`src/rtl/gpio_pkg.sv`:
```
package gpio_pkg;
  localparam int PIN_CNT = 8;

  // fixed ownership map of the shared pins
  localparam int CLKRUN_PIN = 0;
  localparam int PWROVR_PIN = 1;
  localparam int EE_CLK_PIN = 2;
  localparam int EE_DAT_PIN = 3;

  typedef logic [PIN_CNT-1:0] pin_vec_t;

  // which pins are currently taken by an alternate function
  function automatic pin_vec_t owner_mask(input logic clkrun, input logic pwrovr,
                                          input logic eeprom);
    pin_vec_t m;
    m = '0;
    m[CLKRUN_PIN] = clkrun;
    m[PWROVR_PIN] = pwrovr;
    m[EE_CLK_PIN] = eeprom;
    m[EE_DAT_PIN] = eeprom;
    return m;
  endfunction

  // value software sees at the data register
  function automatic pin_vec_t data_view(input pin_vec_t dir, input pin_vec_t dout,
                                         input pin_vec_t synced, input pin_vec_t owned);
    pin_vec_t v;
    for (int i = 0; i < PIN_CNT; i++) begin
      if (owned[i])    v[i] = 1'b0;
      else if (dir[i]) v[i] = dout[i];
      else             v[i] = synced[i];
    end
    return v;
  endfunction

  // merge new write data only into the bits selected by mask
  function automatic pin_vec_t masked_update(input pin_vec_t cur, input pin_vec_t wdata,
                                             input pin_vec_t mask);
    return (cur & ~mask) | (wdata & mask);
  endfunction
endpackage

```
`src/rtl/gpio_sync.sv`:
```
module gpio_sync #(
  parameter int W      = 8,
  parameter int STAGES = 2
) (
  input  logic         clk,
  input  logic         rst_n,
  input  logic [W-1:0] din,
  output logic [W-1:0] dout
);
  localparam int WARM_W = $clog2(STAGES + 1);

  logic [W-1:0] stage_q [STAGES];

  always_ff @(posedge clk or negedge rst_n) begin
    if (!rst_n) stage_q[0] <= '0;
    else        stage_q[0] <= din;
  end

  for (genvar s = 1; s < STAGES; s++) begin : g_stage
    always_ff @(posedge clk or negedge rst_n) begin
      if (!rst_n) stage_q[s] <= '0;
      else        stage_q[s] <= stage_q[s-1];
    end
  end

  assign dout = stage_q[STAGES-1];

  // edges seen since reset, saturating, used to gate the latency check
  logic [WARM_W-1:0] warm_q;
  always_ff @(posedge clk or negedge rst_n) begin
    if (!rst_n)                        warm_q <= '0;
    else if (warm_q != WARM_W'(STAGES)) warm_q <= warm_q + 1'b1;
  end

  if (STAGES == 2) begin : g_lat_chk

    sync_latency_chk: assert property (@(posedge clk) disable iff (!rst_n)
      (warm_q == WARM_W'(STAGES)) |-> (dout == $past(din, 2)));
  end
endmodule

```
`src/rtl/gpio_regs.sv`:
```
module gpio_regs
  import gpio_pkg::*;
#(
  parameter int          ADDR_W   = 8,
  parameter logic [7:0]  DIR_OFS  = 8'hB4,
  parameter logic [7:0]  DATA_OFS = 8'hB6
) (
  input  logic              clk,
  input  logic              rst_n,
  input  logic              wr_en,
  input  logic [ADDR_W-1:0] addr,
  input  pin_vec_t          wdata,
  input  pin_vec_t          owned,
  output pin_vec_t          dir_q,
  output pin_vec_t          dout_q
);
  logic     dir_hit, data_hit;
  pin_vec_t dir_wr_mask, data_wr_mask;

  assign dir_hit      = wr_en && (addr == ADDR_W'(DIR_OFS));
  assign data_hit     = wr_en && (addr == ADDR_W'(DATA_OFS));
  assign dir_wr_mask  = dir_hit  ? ~owned : '0;
  assign data_wr_mask = data_hit ? ~owned : '0;

  always_ff @(posedge clk or negedge rst_n) begin
    if (!rst_n) begin
      dir_q  <= '0;
      dout_q <= '0;
    end else begin
      dir_q  <= masked_update(dir_q,  wdata, dir_wr_mask);
      dout_q <= masked_update(dout_q, wdata, data_wr_mask);
    end
  end

  for (genvar i = 0; i < PIN_CNT; i++) begin : g_chk

    owned_dir_hold_chk: assert property (@(posedge clk) disable iff (!rst_n)
      (dir_hit && owned[i]) |=> (dir_q[i] == $past(dir_q[i])));

    owned_data_hold_chk: assert property (@(posedge clk) disable iff (!rst_n)
      (data_hit && owned[i]) |=> (dout_q[i] == $past(dout_q[i])));

    dir_load_chk: assert property (@(posedge clk) disable iff (!rst_n)
      (dir_hit && !owned[i]) |=> (dir_q[i] == $past(wdata[i])));

    data_load_chk: assert property (@(posedge clk) disable iff (!rst_n)
      (data_hit && !owned[i]) |=> (dout_q[i] == $past(wdata[i])));
  end
endmodule

```
`src/rtl/gpio_pinmux.sv`:
```
module gpio_pinmux
  import gpio_pkg::*;
(
  input  logic     clk,
  input  logic     rst_n,
  input  pin_vec_t owned,
  input  pin_vec_t dir,
  input  pin_vec_t dout,
  input  pin_vec_t alt_o,
  input  pin_vec_t alt_oe,
  output pin_vec_t pin_o,
  output pin_vec_t pin_oe
);
  for (genvar i = 0; i < PIN_CNT; i++) begin : g_pin
    always_comb begin
      if (owned[i]) begin
        pin_o[i]  = alt_o[i];
        pin_oe[i] = alt_oe[i];
      end else begin
        pin_o[i]  = dout[i];
        pin_oe[i] = dir[i];
      end
    end


    oe_follow_chk: assert property (@(posedge clk) disable iff (!rst_n)
      (!owned[i] && $stable(owned[i]) && $stable(dir[i])) |-> $stable(pin_oe[i]));
  end
endmodule

```
`src/rtl/shared_gpio_ctrl.sv`:
```
module shared_gpio_ctrl
  import gpio_pkg::*;
#(
  parameter int         ADDR_W      = 8,
  parameter int         REG_W       = 16,
  parameter logic [7:0] DIR_OFS     = 8'hB4,
  parameter logic [7:0] DATA_OFS    = 8'hB6,
  parameter int         SYNC_STAGES = 2
) (
  input  logic              clk,
  input  logic              rst_n,
  input  logic              reg_wr,
  input  logic [ADDR_W-1:0] reg_addr,
  input  logic [REG_W-1:0]  reg_wdata,
  output logic [REG_W-1:0]  reg_rdata,
  input  logic              clkrun_en,
  input  logic              pwrovr_en,
  input  logic              eeprom_en,
  input  logic [7:0]        alt_o,
  input  logic [7:0]        alt_oe,
  input  logic [7:0]        pin_i,
  output logic [7:0]        pin_o,
  output logic [7:0]        pin_oe
);
  localparam int PAD_W = REG_W - PIN_CNT;

  pin_vec_t owned, dir_q, dout_q, synced, rd_view;
  logic     rd_dir, rd_data;

  assign owned = owner_mask(clkrun_en, pwrovr_en, eeprom_en);

  gpio_sync #(.W(PIN_CNT), .STAGES(SYNC_STAGES)) u_sync (
    .clk(clk), .rst_n(rst_n), .din(pin_i), .dout(synced)
  );

  gpio_regs #(.ADDR_W(ADDR_W), .DIR_OFS(DIR_OFS), .DATA_OFS(DATA_OFS)) u_regs (
    .clk(clk), .rst_n(rst_n), .wr_en(reg_wr), .addr(reg_addr),
    .wdata(reg_wdata[PIN_CNT-1:0]), .owned(owned), .dir_q(dir_q), .dout_q(dout_q)
  );

  gpio_pinmux u_mux (
    .clk(clk), .rst_n(rst_n), .owned(owned), .dir(dir_q), .dout(dout_q),
    .alt_o(alt_o), .alt_oe(alt_oe), .pin_o(pin_o), .pin_oe(pin_oe)
  );

  assign rd_dir  = (reg_addr == ADDR_W'(DIR_OFS));
  assign rd_data = (reg_addr == ADDR_W'(DATA_OFS));
  assign rd_view = data_view(dir_q, dout_q, synced, owned);

  always_comb begin
    if (rd_dir)       reg_rdata = {{PAD_W{1'b0}}, dir_q};
    else if (rd_data) reg_rdata = {{PAD_W{1'b0}}, rd_view};
    else              reg_rdata = '0;
  end


  reserved_zero_chk: assert property (@(posedge clk) disable iff (!rst_n)
    (rd_dir || rd_data) |-> (reg_rdata[REG_W-1:PIN_CNT] == '0));

  owned_reads_zero_chk: assert property (@(posedge clk) disable iff (!rst_n)
    rd_data |-> ((reg_rdata[PIN_CNT-1:0] & owned) == '0));

  unmapped_zero_chk: assert property (@(posedge clk) disable iff (!rst_n)
    (!rd_dir && !rd_data) |-> (reg_rdata == '0));
endmodule

```
`config.mk`:
```
export PLATFORM = sky130hd
export DESIGN_NAME = shared_gpio_ctrl
export DESIGN_NICKNAME = d
export VERILOG_FILES = /design/src/rtl/gpio_pkg.sv /design/src/rtl/gpio_sync.sv /design/src/rtl/gpio_regs.sv /design/src/rtl/gpio_pinmux.sv /design/src/rtl/shared_gpio_ctrl.sv
export SDC_FILE = /design/constraint.sdc
export NUM_CORES = 1
export LEC_CHECK = 0
export BUFFER_PORTS_ARGS = -buffer_cell sky130_fd_sc_hd__buf_2
export CAP_MARGIN = 20
export CORE_MARGIN = 1.5
export CORE_UTILIZATION = 44
export CTS_CLUSTER_DIAMETER = 40
export CTS_CLUSTER_SIZE = 40
export DETAILED_ROUTE_END_ITERATION = 8
export PLACE_DENSITY = 0.9
export SYNTH_ARGS = -nofsm -noshare
export SYNTH_HDL_FRONTEND = slang
export SYNTH_SLANG_ARGS = --single-unit
```
`constraint.sdc`:
```
create_clock -name clk -period 1.1 [get_ports clk]
set_input_delay 0.11 -clock clk [delete_from_list [all_inputs] [get_ports clk]]
set_output_delay 0.11 -clock clk [all_outputs]
set_load 0.03 [all_outputs]
```
Yosys cells after proc, flatten, opt, wreduce, memory -nomap -nowiden
Index checks and enable logic that the tools add are counted.
{ "op_classes": {"n_eq_ne": 2, "order_cmp": 0, "addsub": 0, "div_mod_pow": 0, "shifts": 0, "n_mux": 24, "multipliers": 0, "reduce_logical": 2, "bitwise_logic": 9} }
{ "op_table": {"columns": ["cell", "n"], "rows": [
  ["8-bit bitwise AND", 4],
  ["8-bit 2-to-1 mux", 3],
  ["1-bit 2-to-1 mux", 20],
  ["8-bit == test (second input constant)", 2],
  ["16-bit 2-to-1 mux", 1],
  ["8-bit NOT", 2],
  ["8-bit bitwise OR", 2],
  ["4-bit NOT with 8-bit output", 1],
  ["1-bit logical AND", 2]
]} }
{ "word_totals": {"memories": 0, "word_cells": 41, "romBits": 0, "latchBits": 0, "register_bits": 32, "output_inout_bits": 32, "ram_bits": 0, "inputBits": 54} }

Depth between registers and ports, before layout
{ "depth": {"word_depth": 6, "depth_mapped": 5, "mapped_depth_nobuf": 3} }

Modules after synthesis
From an unflattened synthesis, not the netlist that was laid out.
{ "hier_totals": {"cells_unflattened": 142, "area_unflattened_um2": 1784.2} }
{ "by_module_without_submodules": {"columns": ["mod", "cells_each", "area_each_um2", "seq_area_each_um2", "n_inst"], "rows": [
  ["gpio_regs", 57, 804.5, 400.4, 1],
  ["gpio_sync", 24, 460.4, 400.4, 1],
  ["shared_gpio_ctrl", 45, 286.5, 0.0, 1],
  ["gpio_pinmux", 16, 232.7, 0.0, 1]
]} }

Worst setup path before layout
No wires, ideal clock.
{ "synth_path": {"kind": "input to output", "startpoint": "input port reg_addr[6]", "endpoint": "output port reg_rdata[0]", "arrival_time_ps": 1258, "required_time_ps": 990, "path_buffers": 1, "setup_slack_ps": -268, "stages": 4, "path_cell_list": "and4b_2 clkbuf_8 nand3_1 a21oi_1"} }
{ "synth_between": {"elab_chain_len": 3, "word_cells_on_any_way": 4, "cone_classes": "eq/ne: 2; mux: 2"} }
{ "synth_lines": {"columns": ["item", "line", "rtl"], "rows": [
  ["start: declaration", "shared_gpio_ctrl.sv:13", "input logic [ADDR_W-1:0] reg_addr,"],
  ["8-bit == test", "shared_gpio_ctrl.sv:47", "assign rd_data = (reg_addr == ADDR_W'(DATA_OFS));"],
  ["8-bit 2-to-1 mux", "shared_gpio_ctrl.sv:52", "else if (rd_data) reg_rdata = {{PAD_W{1'b0}}, rd_view};"],
  ["16-bit 2-to-1 mux *", "shared_gpio_ctrl.sv:51", "if (rd_dir) reg_rdata = {{PAD_W{1'b0}}, dir_q};"],
  ["end: declaration", "shared_gpio_ctrl.sv:15", "output logic [REG_W-1:0] reg_rdata,"]
]} }
Mark *: on every way between the ends. The rest lies on a longest branch, timed or not.

==> flow_metrics.env <==
export IMPL_status="finished, violations left"
export IMPL_violations="negative setup slack"
export IMPL_yosys_area_top_type="dfrtp_1"
export IMPL_area_growth_pct=55.3
export IMPL_die_area_um2=3950
export IMPL_ys_ff_latch=32
export IMPL_clk_latency_ns=0.33
export IMPL_period_minus_slack_ns=1.46
export IMPL_yosys_top_cells_area="dfrtp_1, mux2_2, buf_4"
export IMPL_antenna_cells=0
export IMPL_ios=86
export IMPL_intPower_mw=1.93
export IMPL_fin_nets=266
export IMPL_dieWidth_um=62.8
export IMPL_most_common_layout_cells="buf_2, dfrtp_1, buf_6, mux2_2, dlygate4sd3_1"
export IMPL_p_leak_nw=1.19
export IMPL_cts_root_buf="clkbuf_4"
export IMPL_avgSynthCellArea_um2=12.5
export IMPL_fin_util_pct=72.1
export IMPL_peakVddDrop_mv=0.952
export IMPL_syn_inst=126
export IMPL_cts_htree_levels=2
export IMPL_grt_pass1_wl_um=6150
export IMPL_die_y_um=62.8
export IMPL_crit_chain="nand3b_1, a21o_1, a21oi_4, buf_6"
export IMPL_clk_path_buf_depth=2
export IMPL_maxCapViolCount=0
export IMPL_final_common_cell="buf_2"
export IMPL_drc=0
export IMPL_worstPathArrival_ns=1.35
export IMPL_switching_power_uw=665
export IMPL_crit_fanout=2
export IMPL_grtUsageTotal_pct=20.4
export IMPL_ys_seq_area_share_pct=50.9
export IMPL_cts_made_buffers=5
export IMPL_max_freq_mhz=684
export IMPL_routed_wl_um=3820
export IMPL_drtAntennaViolNets=0
export IMPL_finClkSkew_ns=0.00360
export IMPL_io_buffers=61
export IMPL_clkTransAtPathRegs_ns=0.09
export IMPL_wl_per_cell_um=14.7
export IMPL_fin_crit_sh_pct=133
export IMPL_power_frac_seq_pct=48.2
export IMPL_dr_pass1_iters=4
export IMPL_yosys_warnings=0
export IMPL_drtIter0Drc=24
export IMPL_layout_setup_ws_ns=-0.362
export IMPL_ys_types=24
export IMPL_gr_total_overflow=0
export IMPL_grt_max_degree=18
export IMPL_switching_share_pct=25.6
export IMPL_num_vias=1292
export IMPL_vias_per_cell=4.99
export IMPL_slew_viol_final=0
export IMPL_slowest_stage="dfrtp_1"
export IMPL_hold_class="primary input to flip-flop"
export IMPL_fill_cells=207
export IMPL_power_frac_comb_pct=18.7
export IMPL_syn_area_um2=1570
export IMPL_drive_gt1_share_pct=58.7
export IMPL_design_core_area_um2=3390
export IMPL_synth_top_cell_area_share_pct=50.9
export IMPL_hold_start="reg_wdata[4]"
export IMPL_hold_violations=0
export IMPL_cp_start_kind="flip-flop"
export IMPL_critPathKind="flip-flop to output port"
export IMPL_rows=21
export IMPL_place_hpwl_um=2540
export IMPL_power_clock_fraction_pct=33.1
export IMPL_final_setup_viol_count=19
export IMPL_tns_ns=-4.40
export IMPL_worstPathRequired_ns=0.99
export IMPL_rsz0062_at_grt="true"
export IMPL_initial_core_util_pct=46.4
export IMPL_cts_tree="built"
export IMPL_worstSetupEndpointType="output port"
export IMPL_grt_antenna_before_repair=0
export IMPL_cts_sinks=32
export IMPL_grt_pass1_vias=1357
export IMPL_p_per_area_nw_per_um2=1060
export IMPL_max_stage_delay_ns=0.39
export IMPL_place_congestion=0.811
export IMPL_post_place_ws_ns=-0.157
==> area by class of cell <==
class	instances	area, um2	share of cell area, %
Timing Repair Buffer	93	768	31.4
Tap cell	46	57.6	2.35
Inverter	1	3.75	0.154
Clock buffer	6	41.3	1.69
Clock inverter	2	35.0	1.43
Multi-Input combinational cell	79	738	30.2
Sequential cell	32	801	32.8
==> worst max-delay path: cells and delay by family, from the launching register on <==
kind	cells	cell delay (ns)
simple gates	1	0.16
buf+inv	1	0.14
flops	1	0.39
compound gates	2	0.34
==> per-layer routing <==
metal / wire length, um / GRT usage, % / vias up
met5: 0 / 0 / -
met4: 125 / 12.5 / 0
met3: 216 / 4.32 / 12
met2: 1950 / 35.8 / 59
met1: 1530 / 22.5 / 630
li1: - / - / 591
==> cell usage after synthesis <==
library cell / instances
nand4b_4: 1
nand3b_1: 8
and4bb_1: 1
nand4b_1: 2
clkbuf_1: 1
nand3_2: 1
o21ai_0: 4
inv_1: 1
a21oi_1: 8
nand2_1: 8
conb_1: 1
nand3_4: 2
dfrtp_1: 32
and4b_2: 1
mux2_1: 2
buf_4: 16
nand3_1: 3
mux2_2: 20
mux2_4: 2
buf_6: 1
clkbuf_8: 2
a21o_1: 4
clkbuf_2: 1
nor2_1: 4
==> timing repair <==
action                                 in CTS  in global routing
pin swaps                                   8                  3
gates resized for setup                    42                 10
setup endpoints to repair                  16                 19
hold buffers                               11                  0
buffers inserted                            4                  3
endpoints found under the hold margin      42                  0
==> final timing paths <==
kind,endpoint,slack [ns],cells after the start
setup reg to reg,flip-flop,0.13,3
hold reg to reg,u_sync.dout[1],0.36,0
max in group asynchronous,asynchronous set/reset pin,0.46,3
hold / removal,flip-flop,0.02,2
min in group asynchronous,asynchronous set/reset pin,0.22,2
setup / recovery,reg_rdata[0],-0.36,4
==> power groups by stage <==
| stage | Clock [mW] | Sequential [mW] | Combinational (mW) |
|---|---|---|---|
| 2_1_floorplan | 0 | 1.27 | 0.272 |
| 3_3_place_gp | 0 | 1.27 | 0.385 |
| 3_5_place_dp | 0 | 1.27 | 0.394 |
| 4_1_cts | 0.884 | 1.25 | 0.463 |
| 5_1_grt | 0.929 | 1.26 | 0.518 |
| 6_report | 0.859 | 1.25 | 0.487 |
==> logic make-up (layout without fill, tap and decap cells) <==
kind of cell / after synthesis / after routing / synth area share (%)
buf+inv: 22 / 102 / 10.9
other cells: 1 / 8 / 0.238
mux: 24 / 24 / 17.6
compound gates: 16 / 16 / 5.72
simple gates: 31 / 31 / 14.6
flops: 32 / 32 / 50.9
==> metrics by stage <==
step	power (mW)	cell area [um2]	std cells	hold WS [ns]
floorplan	1.54	1700	133	-0.186
global placement	1.66	2060	234	0.0446
detailed placement	1.67	2060	234	0.0476
CTS	2.60	2400	257	0.00376
global route	2.71	2440	259	0.0122
finish	2.60	2440	259	0.0168
(Power assumes the default switching activity.)
